File: src/rtl/swap_bus_pkg.sv
package swap_bus_pkg;

  typedef enum logic [1:0] {
    OP_READ     = 2'b00,
    OP_WRITE    = 2'b01,
    OP_SWAP     = 2'b10,
    OP_READ_ALT = 2'b11
  } busOp_e;

  localparam int OP_W = 2;

  // strobes sent from control to datapath
  typedef struct packed {
    logic latchReq;  // capture winner's address and data
    logic memWrite;  // write held data at held address
    logic capRead;   // load response register from memory
    logic clrRead;   // clear response register
  } dpStrobe_t;

endpackage

File: src/rtl/swap_rr_arbiter.sv
module swap_rr_arbiter #(
  parameter int NUM_REQ = 4,
  localparam int IDX_W = (NUM_REQ > 1) ? $clog2(NUM_REQ) : 1
) (
  input  logic               clk,
  input  logic               rstN,
  input  logic [NUM_REQ-1:0] reqVec,
  input  logic               advance,
  input  logic [IDX_W-1:0]   advIdx,
  output logic               winValid,
  output logic [IDX_W-1:0]   winIdx
);

  logic [IDX_W-1:0] ptr;

  // first requesting index at or above the pointer, wrapping
  always_comb begin
    int cand;
    winValid = 1'b0;
    winIdx   = '0;
    for (int off = 0; off < NUM_REQ; off++) begin
      cand = int'(ptr) + off;
      if (cand >= NUM_REQ) cand = cand - NUM_REQ;
      if (!winValid && reqVec[cand]) begin
        winValid = 1'b1;
        winIdx   = IDX_W'(cand);
      end
    end
  end

  // pointer moves only once the granted transfer has finished
  always_ff @(posedge clk) begin
    if (!rstN) begin
      ptr <= '0;
    end else if (advance) begin
      if (int'(advIdx) == NUM_REQ - 1) ptr <= '0;
      else                             ptr <= advIdx + IDX_W'(1);
    end
  end

  // the pointer never rests outside the requester range
  p_ptr_in_range_r7: assert property (@(posedge clk) disable iff (!rstN)
    int'(ptr) < NUM_REQ);

endmodule

File: src/rtl/swap_bus_ctrl.sv
module swap_bus_ctrl
  import swap_bus_pkg::*;
#(
  parameter int NUM_REQ = 4,
  localparam int IDX_W = (NUM_REQ > 1) ? $clog2(NUM_REQ) : 1
) (
  input  logic                    clk,
  input  logic                    rstN,
  input  logic [NUM_REQ-1:0]      reqValid,
  input  logic [OP_W*NUM_REQ-1:0] reqOp,
  input  logic                    winValid,
  input  logic [IDX_W-1:0]        winIdx,
  output logic [NUM_REQ-1:0]      arbReq,
  output logic                    advance,
  output logic [IDX_W-1:0]        ownerIdx,
  output logic [NUM_REQ-1:0]      grant,
  output logic [NUM_REQ-1:0]      done,
  output dpStrobe_t               strobe
);

  typedef enum logic [1:0] {ST_IDLE, ST_ACCESS, ST_SWAPWR} busState_e;

  busState_e state;
  busOp_e    opQ;
  busOp_e    winOp;
  logic      isSwap;
  logic      isWrite;

  // a requester whose done is showing has finished; its valid is stale
  assign arbReq = reqValid & ~done;

  always_comb begin
    winOp = OP_READ;
    for (int i = 0; i < NUM_REQ; i++) begin
      if (IDX_W'(i) == winIdx) winOp = busOp_e'(reqOp[i*OP_W +: OP_W]);
    end
  end

  assign isSwap  = (opQ == OP_SWAP);
  assign isWrite = (opQ == OP_WRITE);

  always_ff @(posedge clk) begin
    if (!rstN) begin
      state    <= ST_IDLE;
      opQ      <= OP_READ;
      ownerIdx <= '0;
      grant    <= '0;
      done     <= '0;
    end else begin
      done <= '0;
      unique case (state)
        ST_IDLE: begin
          if (winValid) begin
            ownerIdx      <= winIdx;
            opQ           <= winOp;
            grant         <= '0;
            grant[winIdx] <= 1'b1;
            state         <= ST_ACCESS;
          end
        end
        ST_ACCESS: begin
          if (isSwap) begin
            state <= ST_SWAPWR;   // keep the bus for the write phase
          end else begin
            done  <= grant;
            grant <= '0;
            state <= ST_IDLE;
          end
        end
        ST_SWAPWR: begin
          done  <= grant;
          grant <= '0;
          state <= ST_IDLE;
        end
        default: state <= ST_IDLE;
      endcase
    end
  end

  always_comb begin
    strobe          = '0;
    strobe.latchReq = (state == ST_IDLE) && winValid;
    strobe.capRead  = (state == ST_ACCESS) && !isWrite;
    strobe.clrRead  = (state == ST_ACCESS) && isWrite;
    strobe.memWrite = ((state == ST_ACCESS) && isWrite) || (state == ST_SWAPWR);
    advance         = ((state == ST_ACCESS) && !isSwap) || (state == ST_SWAPWR);
  end

  // single bus owner
  p_grant_onehot_r6: assert property (@(posedge clk) disable iff (!rstN)
    $onehot0(grant));

  // a swap keeps the same owner into its write phase
  p_swap_hold_r5: assert property (@(posedge clk) disable iff (!rstN)
    (state == ST_ACCESS && isSwap) |=> (state == ST_SWAPWR && $stable(grant) && |grant));

  // completion goes to the previous cycle's owner, one at a time
  p_done_follows_grant_r8: assert property (@(posedge clk) disable iff (!rstN)
    (|done) |-> (done == $past(grant)));

  p_done_onehot_r8: assert property (@(posedge clk) disable iff (!rstN)
    $onehot0(done));

  // ownership is only granted to a requester that was asking
  p_grant_from_req_r7: assert property (@(posedge clk) disable iff (!rstN)
    $rose(|grant) |-> |($past(reqValid) & grant));

endmodule

File: src/rtl/swap_bus_dp.sv
module swap_bus_dp
  import swap_bus_pkg::*;
#(
  parameter int NUM_REQ = 4,
  parameter int ADDR_W  = 4,
  parameter int DATA_W  = 16,
  localparam int IDX_W  = (NUM_REQ > 1) ? $clog2(NUM_REQ) : 1,
  localparam int DEPTH  = 1 << ADDR_W
) (
  input  logic                      clk,
  input  logic                      rstN,
  input  dpStrobe_t                 strobe,
  input  logic [IDX_W-1:0]          selIdx,
  input  logic [ADDR_W*NUM_REQ-1:0] reqAddr,
  input  logic [DATA_W*NUM_REQ-1:0] reqWdata,
  output logic [DATA_W-1:0]         rdata
);

  logic [DATA_W-1:0] mem [DEPTH];
  logic [ADDR_W-1:0] addrQ;
  logic [DATA_W-1:0] wdataQ;
  logic [DATA_W-1:0] rdataQ;
  logic [ADDR_W-1:0] selAddr;
  logic [DATA_W-1:0] selData;

  always_comb begin
    selAddr = '0;
    selData = '0;
    for (int i = 0; i < NUM_REQ; i++) begin
      if (IDX_W'(i) == selIdx) begin
        selAddr = reqAddr[i*ADDR_W +: ADDR_W];
        selData = reqWdata[i*DATA_W +: DATA_W];
      end
    end
  end

  always_ff @(posedge clk) begin
    if (!rstN) begin
      addrQ  <= '0;
      wdataQ <= '0;
    end else if (strobe.latchReq) begin
      addrQ  <= selAddr;
      wdataQ <= selData;
    end
  end

  always_ff @(posedge clk) begin
    if (!rstN) begin
      for (int w = 0; w < DEPTH; w++) mem[w] <= '0;
    end else if (strobe.memWrite) begin
      mem[addrQ] <= wdataQ;
    end
  end

  // response register holds the old word through a swap's write phase
  always_ff @(posedge clk) begin
    if (!rstN)               rdataQ <= '0;
    else if (strobe.clrRead) rdataQ <= '0;
    else if (strobe.capRead) rdataQ <= mem[addrQ];
  end

  assign rdata = rdataQ;

  // a write phase leaves the held data in the held word
  p_write_lands_r4: assert property (@(posedge clk) disable iff (!rstN)
    strobe.memWrite |=> (mem[$past(addrQ)] == $past(wdataQ)));

  // the address cannot be replaced while a transfer is in flight
  p_addr_held_r6: assert property (@(posedge clk) disable iff (!rstN)
    (strobe.capRead && !strobe.memWrite) |=> $stable(addrQ));

endmodule

File: src/rtl/swap_lock_bus.sv
module swap_lock_bus
  import swap_bus_pkg::*;
#(
  parameter int NUM_REQ = 4,
  parameter int ADDR_W  = 4,
  parameter int DATA_W  = 16
) (
  input  logic                      clk,
  input  logic                      rstN,
  input  logic [NUM_REQ-1:0]        reqValid,
  input  logic [OP_W*NUM_REQ-1:0]   reqOp,
  input  logic [ADDR_W*NUM_REQ-1:0] reqAddr,
  input  logic [DATA_W*NUM_REQ-1:0] reqWdata,
  output logic [NUM_REQ-1:0]        grant,
  output logic [NUM_REQ-1:0]        done,
  output logic [DATA_W-1:0]         rdata
);

  localparam int IDX_W = (NUM_REQ > 1) ? $clog2(NUM_REQ) : 1;

  logic [NUM_REQ-1:0] arbReq;
  logic               winValid;
  logic [IDX_W-1:0]   winIdx;
  logic               advance;
  logic [IDX_W-1:0]   ownerIdx;
  dpStrobe_t          strobe;

  swap_rr_arbiter #(.NUM_REQ(NUM_REQ)) uArb (
    .clk      (clk),
    .rstN     (rstN),
    .reqVec   (arbReq),
    .advance  (advance),
    .advIdx   (ownerIdx),
    .winValid (winValid),
    .winIdx   (winIdx)
  );

  swap_bus_ctrl #(.NUM_REQ(NUM_REQ)) uCtrl (
    .clk      (clk),
    .rstN     (rstN),
    .reqValid (reqValid),
    .reqOp    (reqOp),
    .winValid (winValid),
    .winIdx   (winIdx),
    .arbReq   (arbReq),
    .advance  (advance),
    .ownerIdx (ownerIdx),
    .grant    (grant),
    .done     (done),
    .strobe   (strobe)
  );

  swap_bus_dp #(.NUM_REQ(NUM_REQ), .ADDR_W(ADDR_W), .DATA_W(DATA_W)) uDp (
    .clk      (clk),
    .rstN     (rstN),
    .strobe   (strobe),
    .selIdx   (winIdx),
    .reqAddr  (reqAddr),
    .reqWdata (reqWdata),
    .rdata    (rdata)
  );

endmodule

File: config.mk
export PLATFORM = sky130hd
export DESIGN_NAME = swap_lock_bus
export DESIGN_NICKNAME = d
export VERILOG_FILES = /design/src/rtl/swap_bus_pkg.sv /design/src/rtl/swap_rr_arbiter.sv /design/src/rtl/swap_bus_ctrl.sv /design/src/rtl/swap_bus_dp.sv /design/src/rtl/swap_lock_bus.sv
export SDC_FILE = /design/constraint.sdc
export NUM_CORES = 1
export LEC_CHECK = 0
export ABC_AREA = 1
export BUFFER_PORTS_ARGS = -buffer_cell sky130_fd_sc_hd__buf_4
export CAP_MARGIN = 20
export CORE_MARGIN = 8
export CORE_UTILIZATION = 54
export DETAILED_ROUTE_END_ITERATION = 10
export GPL_TIMING_DRIVEN = 0
export MAX_ROUTING_LAYER = met4
export PLACE_DENSITY = 0.73
export SYNTH_ARGS = -nofsm -noshare
export SYNTH_HDL_FRONTEND = slang
export SYNTH_SLANG_ARGS = --single-unit
File: constraint.sdc
create_clock -name clk -period 5.95 [get_ports clk]
set_clock_uncertainty 0.15 [all_clocks]
set_input_delay 1.19 -clock clk [delete_from_list [all_inputs] [get_ports clk]]
set_output_delay 1.19 -clock clk [all_outputs]
set_load 0.02 [all_outputs]
==> impl_results.md <==
- Status: complete, no violations
- Area share of the leading cell type in the synthesized netlist: between 50% and 60%
- Critical-path top delay cell: nand2_1
- Clk slew on worst S/H paths: ~0.060 ns
- Area leader, netlist: edfxtp_1
- First-pass GRT wire length: 63.74 mm
- CTS tree: yes
- Die H: 177.9 microns
- Post-cts resize count: 0
- Crit path cell chain: inv_1 -> ha_1 -> clkbuf_1 -> nand3_1 -> nand2_1 -> nand2_1 -> nor3_1 -> nand2_1 -> clkbuf_1 -> nand2_1
- Max cap viols: 0
- Largest family of logic cells by synthesized area: simple AND/OR/NAND/NOR gates
- Worst-Margin Slew: roughly 1.0 ns
- Req. time, crit path: 5.97 ns
- CTS buffer count: 30
- Most Frequent Cell on Critical Path: nand2_1
- Relative slew margins: 33.19%
- WS Path Type: flop to flop
- Gpl congestion: between 0.9 and 1
- Synth Area in Simple Gates: roughly 24%
- Htree depth: 1
- Setup Buffers After CTS: 0
- Drt pass-1 iters: 6
- Final Hold Vio Count: 0
- Fin crit share: 73.84%
- Initial core utilization: a little over half
- Routed WL: approximately 43 mm
- Count of state elements after synthesis: between 300 and 400
- Area Growth Syn to Fin: 16.44%
- Core area: roughly 26000 sq um
- Leak: 6.420 nW
- Clk sink count: approximately 300
- Peak supply drop: roughly 280 uV
- Hold_buf cts: 0
- Register area share after synthesis: 61.70%
- DRC: 0
- Iteration-0 DRC Markers: 1608
- Final setup fails: 0
- GRT Total Usage: between 20% and 30%
- I/O pins: around 120
- Post-Syn Area: approximately 14000 sq um
- Antenna cells: 0
- Vias: 12070
- Startpoint types: flop
- Avg Inst Size Synth: about 9.6 sq um
- Vias in the first global route: ~11000
- Total grt overflow: 0
- Post-layout nets: approximately 1700
- Syn Inst Count: between 1000 and 1500
- CTS Buffer Depth: 3
- Initial antenna violation count: 0
- Skew-Pair Late Insertion Delay: roughly 0.56 ns
- Crit path largest cell delay: 0.86 ns
- Synth Area in Compound Gates: roughly 7.5%
- Minimum clock period: between 4 and 5 ns
- Yosys warns: 0
- Switching Share: between 30% and 40%
- Yosys cell types: 36
- Drt wl/cell: 21.78 microns
- Internal power: 4.618 mW
- Adder-cell share of the synthesized area: 0.4422%
- Max Freq: 227.6 MHz
- Post-DP HPWL: between 30 and 40 mm
- Pin count of the biggest net entering global routing: 17
- Clock power frac: about a quarter
- Mux contribution to synthesized area: 0%
- Setup_tns: 0 ns
- IO Port Bufs: 117
- Syn nets: between 1500 and 2000
- Top post-synthesis cells by area: edfxtp_1, nand3_1, nor2_1
- Maximum fanout along the worst path: 16
- PD cells: about 460 nW/um^2
- Seq pwr share: 34.9%
- Row count: 59
- ANT nets after route: 0
- Die ar.: about 32000 sq um
- Sw Pwr: 2.992 mW
- Combinational share of power: around two fifths
- RSZ-0062 raised after global routing: no
- Crit end category: flop
- Die Wd: about 180 microns
- Worst EP arrival: between 4 and 5 ns
- Via/cell ratio: 6.072
- Post-synthesis xor/xnor area fraction: 0%
- Hold Path Class: flop to flop
- Max-slew violations: 0
- Root Driver: clkbuf_16
- Layout cells sized above 1: 12.52%
- Overall Power: between 7 and 8 mW
==> cell families after synthesis <==
| group | after synthesis |
|---|---|
| AOI/OAI and AO/OA | 164 |
| adders and majority gates | 5 |
| DFF | 308 |
| buffers and inverters | 205 |
| and+or+nand+nor | 798 |
==> path summary, 6_finish.rpt <==
| kind | start | end | slack (ns) | depth (start not counted) |
|---|---|---|---|---|
| worst max register to register | uCtrl.state[1]$_SDFFE_PN0P_ | uDp.mem[6][11]$_SDFFCE_PN0P_ | 1.56 | 10 |
| worst max-delay path | uCtrl.state[1]$_SDFFE_PN0P_ | uDp.mem[6][11]$_SDFFCE_PN0P_ | 1.56 | 10 |
| worst min-delay path | uDp.wdataQ[9]$_SDFFE_PN0P_ | uDp.wdataQ[9]$_SDFFE_PN0P_ | 0.32 | 2 |
| worst min register to register | uDp.wdataQ[9]$_SDFFE_PN0P_ | uDp.wdataQ[9]$_SDFFE_PN0P_ | 0.32 | 2 |
==> cells in the mapped netlist, drive strengths merged <==
| master | number |
|---|---|
| a22oi | 66 |
| o21ai | 25 |
| a21oi | 51 |
| a211oi | 2 |
| a31oi | 4 |
| nor3 | 5 |
| nand2 | 195 |
| dfxtp | 52 |
| clkinv | 1 |
| nand4 | 2 |
| nand3 | 263 |
| inv | 98 |
| nor2 | 324 |
| nor3b | 1 |
| clkbuf | 82 |
| buf | 24 |
| a221oi | 4 |
| edfxtp | 256 |
| or2 | 8 |
| ha | 5 |
| a41oi | 12 |
==> state kept, by name, indices dropped and copies added, names as in the netlist <==
name / cells
uCtrl.state: 2
uDp.wdataQ: 16
uCtrl.opQ: 2
uCtrl.ownerIdx: 2
uCtrl.done: 4
uCtrl.grant: 4
uDp.mem: 256
uDp.addrQ: 4
uArb.ptr: 2
uDp.rdata: 16
==> worst max-delay path, delay by kind of cell (launching register included) <==
| family | cells | cell delay, ns |
|---|---|---|
| fa+ha+maj | 1 | 0.15 |
| flops | 1 | 0.34 |
| buf+inv | 3 | 0.99 |
| simple gates | 6 | 2.34 |
==> power by group through the flow <==
stage / Sequential (mW) / Clock [mW] / Combinational [mW]
floorplan: 2.71 / 0 / 1.93
finish: 2.65 / 1.99 / 2.96
global route: 2.67 / 2.07 / 3.21
CTS: 2.65 / 1.99 / 2.90
detailed placement: 2.69 / 0 / 2.89
global placement: 2.69 / 0 / 2.84
==> cells in the final DEF, fill, tap and decap left out, drive strengths merged <==
cell type  instances
nor2             324
nand3            263
edfxtp           256
nand2            195
buf              141
clkbuf           123
inv               98
a22oi             66
dfxtp             52
a21oi             51
o21ai             25
a41oi             12
clkinv            11
or2                8
ha                 5
bufinv             5
nor3               5
a31oi              4
a221oi             4
a211oi             2
nand4              2
nor3b              1
==> final cells by class <==
type,count,area (sq um)
plain buffers,106,457.9
clock buffers,41,833.3
clock inverters,15,195.2
fillers,2112,9438
inverters,99,374.1
multi-input cells,967,4587
flip-flops and latches,308,8728
well taps,335,419.2
repair buffers,117,878.3
==> routing by layer <==
layer  vias to the layer above  share of wire (%)  track usage [%]  wire, microns
met5                         -                  0                -              0
met4                         0                3.7            11.60           1623
met3                       132                 12            6.021           5270
met2                       801                 47            42.32          20180
met1                      5743                 37            34.81          16230
li1                       5396                  -                -              -
==> stage by stage <==
stage               cells  setup WS, ns  instance area (sq um)  util [%]  hold slack [ns]
global placement     1932         1.819                  15440     59.61           0.3084
detailed placement   1932         1.782                  15440     59.61           0.3086
finish               1988         1.557                  16470     63.58           0.3168
global route         1988         1.429                  16470     63.58           0.3375
CTS                  1988         1.756                  16470     63.58           0.3181
floorplan            1480         3.066                  14150         -           0.2945
Note: power is estimated with default switching activity, not from simulation.
